--- src/rtl/irq_pkg.sv ---
package irq_pkg;
  localparam int NUM_SRC       = 5;
  localparam int IDX_W         = $clog2(NUM_SRC);
  localparam int DATA_W        = 8;
  localparam int VEC_W         = 16;
  localparam int GLOBAL_EN_BIT = 7;
  localparam int VEC_BASE      = 3;
  localparam int VEC_STRIDE    = 8;

  typedef struct packed {
    logic             fire;
    logic [IDX_W-1:0] srcIdx;
  } ctlStrobe_t;
endpackage

--- src/rtl/irq_dp.sv ---
module irq_dp
  import irq_pkg::*;
(
  input  logic              clk,
  input  logic              rstN,
  input  logic              regWrEn,
  input  logic              regAddr,
  input  logic [DATA_W-1:0] regWrData,
  output logic [DATA_W-1:0] regRdData,
  input  logic [NUM_SRC-1:0] srcLine,
  input  ctlStrobe_t        strobe,
  output logic [NUM_SRC-1:0] pendHigh,
  output logic [NUM_SRC-1:0] pendLow,
  output logic              enGlobal,
  output logic              takeIrq,
  output logic [VEC_W-1:0]  vecAddr
);
  logic [NUM_SRC-1:0] enMask;
  logic [NUM_SRC-1:0] levelMask;
  logic               enAll;
  logic [NUM_SRC-1:0] eligible;

  always_ff @(posedge clk or negedge rstN) begin
    if (!rstN) begin
      enMask    <= '0;
      enAll     <= 1'b0;
      levelMask <= '0;
    end else if (regWrEn) begin
      if (!regAddr) begin
        enMask <= regWrData[NUM_SRC-1:0];
        enAll  <= regWrData[GLOBAL_EN_BIT];
      end else begin
        levelMask <= regWrData[NUM_SRC-1:0];
      end
    end
  end

  always_comb begin
    regRdData = '0;
    if (!regAddr) begin
      regRdData[NUM_SRC-1:0]     = enMask;
      regRdData[GLOBAL_EN_BIT]   = enAll;
    end else begin
      regRdData[NUM_SRC-1:0]     = levelMask;
    end
  end

  assign eligible = srcLine & enMask & {NUM_SRC{enAll}};
  assign pendHigh = eligible & levelMask;
  assign pendLow  = eligible & ~levelMask;
  assign enGlobal = enAll;

  always_ff @(posedge clk or negedge rstN) begin
    if (!rstN) begin
      takeIrq <= 1'b0;
      vecAddr <= '0;
    end else begin
      takeIrq <= strobe.fire;
      if (strobe.fire)
        vecAddr <= VEC_W'(VEC_BASE) + VEC_W'(VEC_STRIDE) * VEC_W'(strobe.srcIdx);
    end
  end
endmodule

--- src/rtl/irq_ctl.sv ---
module irq_ctl
  import irq_pkg::*;
(
  input  logic               clk,
  input  logic               rstN,
  input  logic [NUM_SRC-1:0] pendHigh,
  input  logic [NUM_SRC-1:0] pendLow,
  input  logic               instrBoundary,
  input  logic               retStrobe,
  output ctlStrobe_t         strobe,
  output logic               inSvcHigh,
  output logic               inSvcLow
);
  function automatic logic [IDX_W-1:0] firstSet(input logic [NUM_SRC-1:0] v);
    logic [IDX_W-1:0] r;
    r = '0;
    for (int i = NUM_SRC - 1; i >= 0; i--)
      if (v[i]) r = IDX_W'(i);
    return r;
  endfunction

  logic canHigh, canLow, winHigh;
  logic nextHigh, nextLow;

  assign canHigh = !inSvcHigh && (|pendHigh);
  assign canLow  = !inSvcHigh && !inSvcLow && (|pendLow);
  assign winHigh = canHigh;

  always_comb begin
    strobe.fire   = instrBoundary && (canHigh || canLow);
    strobe.srcIdx = winHigh ? firstSet(pendHigh) : firstSet(pendLow);
  end

  always_comb begin
    nextHigh = inSvcHigh;
    nextLow  = inSvcLow;
    if (retStrobe) begin
      if (inSvcHigh) nextHigh = 1'b0;
      else           nextLow  = 1'b0;
    end
    if (strobe.fire) begin
      if (winHigh) nextHigh = 1'b1;
      else         nextLow  = 1'b1;
    end
  end

  always_ff @(posedge clk or negedge rstN) begin
    if (!rstN) begin
      inSvcHigh <= 1'b0;
      inSvcLow  <= 1'b0;
    end else begin
      inSvcHigh <= nextHigh;
      inSvcLow  <= nextLow;
    end
  end
endmodule

--- src/rtl/prio_irq_ctrl.sv ---
module prio_irq_ctrl
  import irq_pkg::*;
(
  input  logic        clk,
  input  logic        rstN,
  input  logic        regWrEn,
  input  logic        regAddr,
  input  logic [7:0]  regWrData,
  output logic [7:0]  regRdData,
  input  logic [3:0]  srcReq,
  input  logic        serRxFlag,
  input  logic        serTxFlag,
  input  logic        instrBoundary,
  input  logic        retStrobe,
  output logic        takeIrq,
  output logic [15:0] vecAddr
);
  logic [NUM_SRC-1:0] srcLine;
  logic [NUM_SRC-1:0] pendHigh, pendLow;
  ctlStrobe_t         strobe;
  logic               enGlobal, inSvcHigh, inSvcLow;

  // the serial source merges its two flags
  assign srcLine = {serRxFlag | serTxFlag, srcReq};

  irq_dp u_dp (
    .clk(clk), .rstN(rstN), .regWrEn(regWrEn), .regAddr(regAddr),
    .regWrData(regWrData), .regRdData(regRdData), .srcLine(srcLine),
    .strobe(strobe), .pendHigh(pendHigh), .pendLow(pendLow),
    .enGlobal(enGlobal), .takeIrq(takeIrq), .vecAddr(vecAddr)
  );

  irq_ctl u_ctl (
    .clk(clk), .rstN(rstN), .pendHigh(pendHigh), .pendLow(pendLow),
    .instrBoundary(instrBoundary), .retStrobe(retStrobe),
    .strobe(strobe), .inSvcHigh(inSvcHigh), .inSvcLow(inSvcLow)
  );
endmodule

--- config.mk ---
export PLATFORM = sky130hd
export DESIGN_NAME = prio_irq_ctrl
export DESIGN_NICKNAME = d
export VERILOG_FILES = /design/src/rtl/irq_pkg.sv /design/src/rtl/irq_dp.sv /design/src/rtl/irq_ctl.sv /design/src/rtl/prio_irq_ctrl.sv
export SDC_FILE = /design/constraint.sdc
export NUM_CORES = 1
export LEC_CHECK = 0
export BUFFER_PORTS_ARGS = -buffer_cell sky130_fd_sc_hd__buf_2
export CAP_MARGIN = 20
export CORE_ASPECT_RATIO = 1.4
export CORE_MARGIN = 1
export CORE_UTILIZATION = 51
export DETAILED_ROUTE_END_ITERATION = 7
export GPL_ROUTABILITY_DRIVEN = 0
export MAX_ROUTING_LAYER = met4
export PLACE_DENSITY = 0.83
export SLEW_MARGIN = 20
export SYNTH_ARGS = -nofsm -noshare
export SYNTH_HDL_FRONTEND = slang
export SYNTH_HIERARCHICAL = 1
export SYNTH_SLANG_ARGS = --single-unit
--- constraint.sdc ---
create_clock -name clk -period 3.72 [get_ports clk]
set_input_delay 0.93 -clock clk [delete_from_list [all_inputs] [get_ports clk]]
set_output_delay 0.93 -clock clk [all_outputs]
set_load 0.03 [all_outputs]
* Word level (Yosys, flattened, before mapping)
Cells that the tools add are included.
** Storage, ports and cells
- Register bits after elaboration :: 30
- Output and inout port bits :: 25
- Bits of input ports :: 20
- Word-level logic and storage cells :: 46
** Cells by class
- Add/sub/neg operators :: 1
- Multiplexer cells :: 20
- Reductions and logical operators :: 11
- Bitwise operators :: 7
** Operator list (count)
- 3-bit 2-to-1 mux :: 11
- 5-bit bitwise AND :: 4
- 5-bit OR reduction :: 2
- 1-bit 2-to-1 mux :: 8
- 2-bit by 6-bit adder with 7-bit output, first input constant :: 1
- 5-bit 2-to-1 mux :: 1
- 5-bit inverter :: 1
- 1-bit logical AND :: 4
- 2-bit AND reduction :: 2
- 1-bit zero test :: 2
- 1-bit logical OR :: 1
- 1-bit inverter :: 1
- 1-bit OR :: 1

* Depth between registers and ports, before layout
- Word-level depth :: 11
- Gate-level depth with buffers :: 6
- Mapped depth without buffers :: 6

* By module
Netlist, hierarchy kept.
** By module, submodules not included
- irq_dp :: cells each 76, area each 877.1 µm², seq. area each 400.4 µm², instances 1
- irq_ctl :: cells each 30, area each 229.0 µm², seq. area each 50.0 µm², instances 1
- prio_irq_ctrl :: cells each 1, area each 6.3 µm², seq. area each 0.0 µm², instances 1

* Least setup slack after synthesis
No wires, ideal clock.
- Path kind :: input to output
- Start :: input regAddr
- End :: output regRdData[7]
- Slack :: 1300 ps
- Stages :: 2
- Arrival time :: 1490 ps
- Required time :: 2790 ps
- Path buffers :: 1
- Cell sequence :: buf_6 -> nor2b_1
** Between the ends
- Longest elaborated chain between the ends :: 1
** Ends and longest elaborated chain
- start, declared :: line prio_irq_ctrl.sv:7 : input logic regAddr,
- 1-bit 2-to-1 mux :: line irq_dp.sv:40 : if (!regAddr) begin
- end, declared :: line prio_irq_ctrl.sv:9 : output logic [7:0] regRdData,
No other way between the ends.

* Final worst setup path
- Start :: input regAddr
- End :: output regRdData[0]
** Between the ends
- Longest elaborated chain between the ends :: 1
** Ends and longest elaborated chain (line)
- 5-bit 2-to-1 mux :: irq_dp.sv:40
No other way between the ends.

==> metrics.txt <==
# TYPE chip_impl_metric gauge
chip_impl_info{name="worstHoldStart",value="u_dp/vecAddr[1]$_DFFE_PN0P_"} 1
chip_impl_metric{name="worst_ir_drop_vdd",unit="uV"} 361
chip_impl_metric{name="post-cts-setup-buffers",unit=""} 0
chip_impl_metric{name="core-area",unit="um^2"} 2000
chip_impl_info{name="critical_path.most_common_cell",value="sky130_fd_sc_hd__buf_2"} 1
chip_impl_metric{name="critical_path_peak_fanout",unit=""} 8
chip_impl_metric{name="seq_area",unit="um^2"} 450
chip_impl_metric{name="number_of_global_route_vias_before_repair",unit=""} 796
chip_impl_metric{name="clkLatencyLatePin",unit="ns"} 0.31
chip_impl_metric{name="floorplan.initialDensity",unit="%"} 55.7
chip_impl_info{name="setup.worst_path.class",value="in -> out"} 1
chip_impl_metric{name="ys_ff_latch",unit=""} 18
chip_impl_metric{name="final_layout_size_suffix_gt1_share",unit="%"} 42.6
chip_impl_metric{name="pin_count",unit=""} 45
chip_impl_metric{name="worst-endpoint-arrival",unit="ns"} 1.67
chip_impl_metric{name="detail_route.wirelength.met1",unit="um"} 788
chip_impl_metric{name="detailedPlacementHpwl",unit="mm"} 1.59
chip_impl_metric{name="num-nets-final",unit=""} 157
chip_impl_info{name="crit_path_slowest_cell",value="sky130_fd_sc_hd__mux2_2"} 1
chip_impl_metric{name="worstPathBufferInverterCount",unit=""} 2
chip_impl_metric{name="critical_path.max_stage_delay",unit="ns"} 0.36
chip_impl_metric{name="finalMaxSlewViolations",unit=""} 0
chip_impl_metric{name="buffer_ports.inserted",unit=""} 29
chip_impl_metric{name="cellPowerDensity",unit="nW/um^2"} 507
chip_impl_info{name="worst_path_dominant_cell_family",value="buffers and inverters"} 1
chip_impl_metric{name="worst_setup_hold_path_clk_slew",unit="ns"} 0.10
chip_impl_metric{name="vias",unit=""} 834
chip_impl_metric{name="die_x",unit="um"} 41.5
chip_impl_metric{name="drc_errors",unit=""} 0
chip_impl_info{name="tritoncts",value="done"} 1
chip_impl_metric{name="synthesis.area",unit="um^2"} 1110
chip_impl_info{name="min_to",value="u_dp/vecAddr[1]$_DFFE_PN0P_"} 1
chip_impl_info{name="postSynth.topFlopCell",value="sky130_fd_sc_hd__dfrtp_1"} 1
chip_impl_info{name="critPathCaptureType",value="output pin"} 1
chip_impl_metric{name="hold_violations",unit=""} 0
chip_impl_metric{name="netlist_instances",unit=""} 107
chip_impl_metric{name="cts-buffers-inserted",unit=""} 3
chip_impl_metric{name="timing.clock.skew",unit="ns"} 0.00375
chip_impl_metric{name="dr_wl_met2",unit="mm"} 1.07
chip_impl_metric{name="synth.yosys.warnings",unit=""} 6
chip_impl_metric{name="die_h",unit="um"} 57.3
chip_impl_info{name="top_signal_layer_used",value="met4"} 1
chip_impl_metric{name="worstRegToRegCells",unit=""} 6
chip_impl_metric{name="ys_async_sr_fraction",unit="%"} 100
chip_impl_metric{name="postLayoutSetupSlackWorst",unit="ns"} 1.12
chip_impl_metric{name="areaGrowthSynthToFinish",unit="%"} 11.2
chip_impl_metric{name="drt_pass1_iterations",unit=""} 4
chip_impl_metric{name="maximum_number_of_pins_on_one_net_before_global_route_repair",unit=""} 19
chip_impl_metric{name="fillerInstances",unit=""} 182
chip_impl_metric{name="grt_antenna_before_repair",unit=""} 0
chip_impl_metric{name="timing.fmax",unit="GHz"} 0.385
chip_impl_info{name="worst_setup_path_start_kind",value="input port"} 1
chip_impl_metric{name="insertedDiodeCount",unit=""} 0
chip_impl_info{name="rr_endpoint",value="u_dp/vecAddr[4]$_DFFE_PN0P_"} 1
chip_impl_info{name="grt_setup_unrepaired",value="no"} 1
chip_impl_metric{name="cts_hold_buf",unit=""} 0
chip_impl_metric{name="synthesis.area_per_instance",unit="um^2"} 10.4
chip_impl_metric{name="grt_overflow",unit=""} 0
chip_impl_info{name="run_status",value="finished, final reports clean"} 1
chip_impl_metric{name="routed_wl",unit="mm"} 1.99
chip_impl_metric{name="placement.setup.worst_slack",unit="ns"} 0.954
chip_impl_metric{name="number_of_rows_created_at_floorplan",unit=""} 19
chip_impl_metric{name="edff_count_synth",unit=""} 0
chip_impl_metric{name="timing.max_cap.violations",unit=""} 0
chip_impl_metric{name="final_core_utilization",unit="%"} 62.0
chip_impl_metric{name="setup-violations-final",unit=""} 0
chip_impl_metric{name="multi_input_comb_area",unit="um^2"} 549
chip_impl_metric{name="ctsLongestPathBuffers",unit=""} 2
chip_impl_metric{name="worst_ep_required_time",unit="ns"} 2.79
chip_impl_metric{name="cts_sinks",unit=""} 18
chip_impl_info{name="crit_path_cell_trace",value="buf_2 > mux2_2 > buf_2"} 1
chip_impl_metric{name="cts_htree_levels",unit=""} 1
chip_impl_metric{name="final.min_clock_period",unit="ns"} 2.60
chip_impl_metric{name="r2r_slack",unit="ns"} 1.49
chip_impl_metric{name="postRouteAntennaNets",unit=""} 0
chip_impl_metric{name="routed-wl-met3",unit="um"} 89
chip_impl_metric{name="slew-limit-headroom",unit="%"} 55.0
chip_impl_info{name="timing.rr.start",value="u_dp/enGlobal$_DFFE_PN0P_"} 1
chip_impl_metric{name="track_usage",unit="%"} 18.4
chip_impl_metric{name="grt_pass1_wl",unit="mm"} 3.26
chip_impl_metric{name="leakage",unit="nW"} 0.637
chip_impl_metric{name="die_area",unit="um^2"} 2370
chip_impl_metric{name="number_of_resized_instances_in_the_post_cts_repair_step",unit=""} 0
chip_impl_metric{name="synth.lib_cells_used.distinct",unit=""} 28
chip_impl_metric{name="tns",unit="ns"} 0
chip_impl_metric{name="route.detailed.wl_per_inst",unit="um"} 12.7
chip_impl_metric{name="number_of_drc_markers_in_iteration_0",unit=""} 13
chip_impl_metric{name="ys_seq_area_share",unit="%"} 40.5
chip_impl_info{name="holdCritPathClass",value="reg -> reg"} 1
chip_impl_metric{name="final_min_period_over_clock_period",unit="%"} 69.8
chip_impl_metric{name="max_slew.worst_pin.slew",unit="ns"} 0.669
chip_impl_info{name="clock_tree.root_cell",value="sky130_fd_sc_hd__clkbuf_4"} 1
chip_impl_metric{name="timing.hold.worst_path_depth",unit=""} 1
chip_impl_metric{name="vias_per_cell",unit=""} 5.31
[final cells by class]
| class | instances | area share, % |
|---|---|---|
| multi-input combinational | 77 | 44.4 |
| sequential | 18 | 36.4 |
| timing repair buffer | 29 | 11.7 |
| tap | 21 | 2.12 |
| inverter | 8 | 2.43 |
| clock buffer | 4 | 2.93 |
[kinds of logic (layout without fill, tap and decap cells)]
kind of cell	Yosys count	after routing	share of synthesized area, %
buffers and inverters	24	41	14.2
DFF	18	18	40.5
and+or+nand+nor	32	32	15.5
other	1	13	0.337
AOI/OAI and AO/OA	13	13	8.21
muxes	19	19	21.3
[cell usage in the layout (no fill, tap or decap)]
master	n
sky130_fd_sc_hd__buf_2	29
sky130_fd_sc_hd__dfrtp_1	18
sky130_fd_sc_hd__nor2_1	13
sky130_fd_sc_hd__mux2_2	13
sky130_fd_sc_hd__conb_1	13
sky130_fd_sc_hd__inv_1	8
sky130_fd_sc_hd__mux2_4	6
sky130_fd_sc_hd__nand3_1	5
sky130_fd_sc_hd__clkbuf_4	3
sky130_fd_sc_hd__nor2b_1	3
sky130_fd_sc_hd__o21bai_1	2
sky130_fd_sc_hd__nand2b_1	2
sky130_fd_sc_hd__a21oi_1	2
sky130_fd_sc_hd__o31ai_1	2
sky130_fd_sc_hd__nor4_1	2
sky130_fd_sc_hd__or4_4	2
sky130_fd_sc_hd__or2_1	1
sky130_fd_sc_hd__clkbuf_8	1
sky130_fd_sc_hd__nor3_1	1
sky130_fd_sc_hd__o41ai_1	1
sky130_fd_sc_hd__a22o_1	1
sky130_fd_sc_hd__a21o_1	1
sky130_fd_sc_hd__a22oi_1	1
sky130_fd_sc_hd__o21ai_0	1
sky130_fd_sc_hd__o21ai_2	1
sky130_fd_sc_hd__o21ai_1	1
sky130_fd_sc_hd__nor2b_2	1
sky130_fd_sc_hd__nand2_2	1
sky130_fd_sc_hd__or2_2	1
[per-stage QoR]
step | total power [mW] | area, um^2 | cells | hold WS (ns)
finish | 0.627 | 1240 | 157 | 0.487
global route | 0.660 | 1240 | 157 | 0.529
CTS | 0.631 | 1240 | 157 | 0.498
detailed placement | 0.508 | 1200 | 153 | 0.472
global placement | 0.499 | 1200 | 153 | 0.463
floorplan | 0.458 | 1160 | 119 | 0.500
[synth_stat cells (2+ instances only)]
| master | count | area (um^2) |
|---|---|---|
| sky130_fd_sc_hd__dfrtp_1 | 18 | 450 |
| sky130_fd_sc_hd__buf_4 | 14 | 105 |
| sky130_fd_sc_hd__mux2_2 | 13 | 146 |
| sky130_fd_sc_hd__nor2_1 | 13 | 48.8 |
| sky130_fd_sc_hd__inv_1 | 8 | 30.0 |
| sky130_fd_sc_hd__mux2_4 | 6 | 90.1 |
| sky130_fd_sc_hd__nand3_1 | 5 | 25.0 |
| sky130_fd_sc_hd__nor2b_1 | 3 | 18.8 |
| sky130_fd_sc_hd__a21oi_1 | 2 | 10.0 |
| sky130_fd_sc_hd__buf_6 | 2 | 22.5 |
| sky130_fd_sc_hd__nand2b_1 | 2 | 12.5 |
| sky130_fd_sc_hd__nor4_1 | 2 | 12.5 |
| sky130_fd_sc_hd__o21bai_1 | 2 | 15.0 |
| sky130_fd_sc_hd__o31ai_1 | 2 | 15.0 |
| sky130_fd_sc_hd__or4_4 | 2 | 22.5 |
[worst register-to-register path: cells and delay by family, from the launching register on]
family / cells / cell delay [ns]
and+or+nand+nor: 4 / 0.67
muxes: 1 / 0.40
AOI/OAI and AO/OA: 1 / 0.56
DFF: 1 / 0.49
[worst max path at each step]
stage / slack (ns) / from / endpoint / cells past startpoint
after global placement: 1.08 / srcReq[0] / u_dp/vecAddr[4]$_DFFE_PN0P_ / 7
after floorplan: 1.30 / regAddr / regRdData[7] / 2
after global routing: 1.10 / regAddr / regRdData[0] / 3
final: 1.12 / regAddr / regRdData[0] / 3
after detailed placement: 0.95 / srcReq[1] / u_dp/vecAddr[4]$_DFFE_PN0P_ / 7
after CTS: 1.12 / regAddr / regRdData[0] / 3
[registers in the layout, summed over array words and instances (netlist names)]
signal,flops
u_dp/levelMask,5
u_ctl/inSvcLow,1
u_dp/takeIrq,1
u_dp/vecAddr,4
u_dp/enMask,5
u_dp/enGlobal,1
u_ctl/inSvcHigh,1
[where the power goes]
group          switching, mW  total (mW)  internal [mW]
clock network         0.0642       0.124         0.0598
registers             0.0308       0.267          0.236
logic                  0.140       0.236         0.0958
[metal layers]
layer / track usage (%) / up-vias
met5: - / -
met2: 33.7 / 33
met1: 18.8 / 399
li1: - / 397
met3: 1.90 / 5
met4: 9.68 / 0
Note: power is estimated with default switching activity, not from simulation.
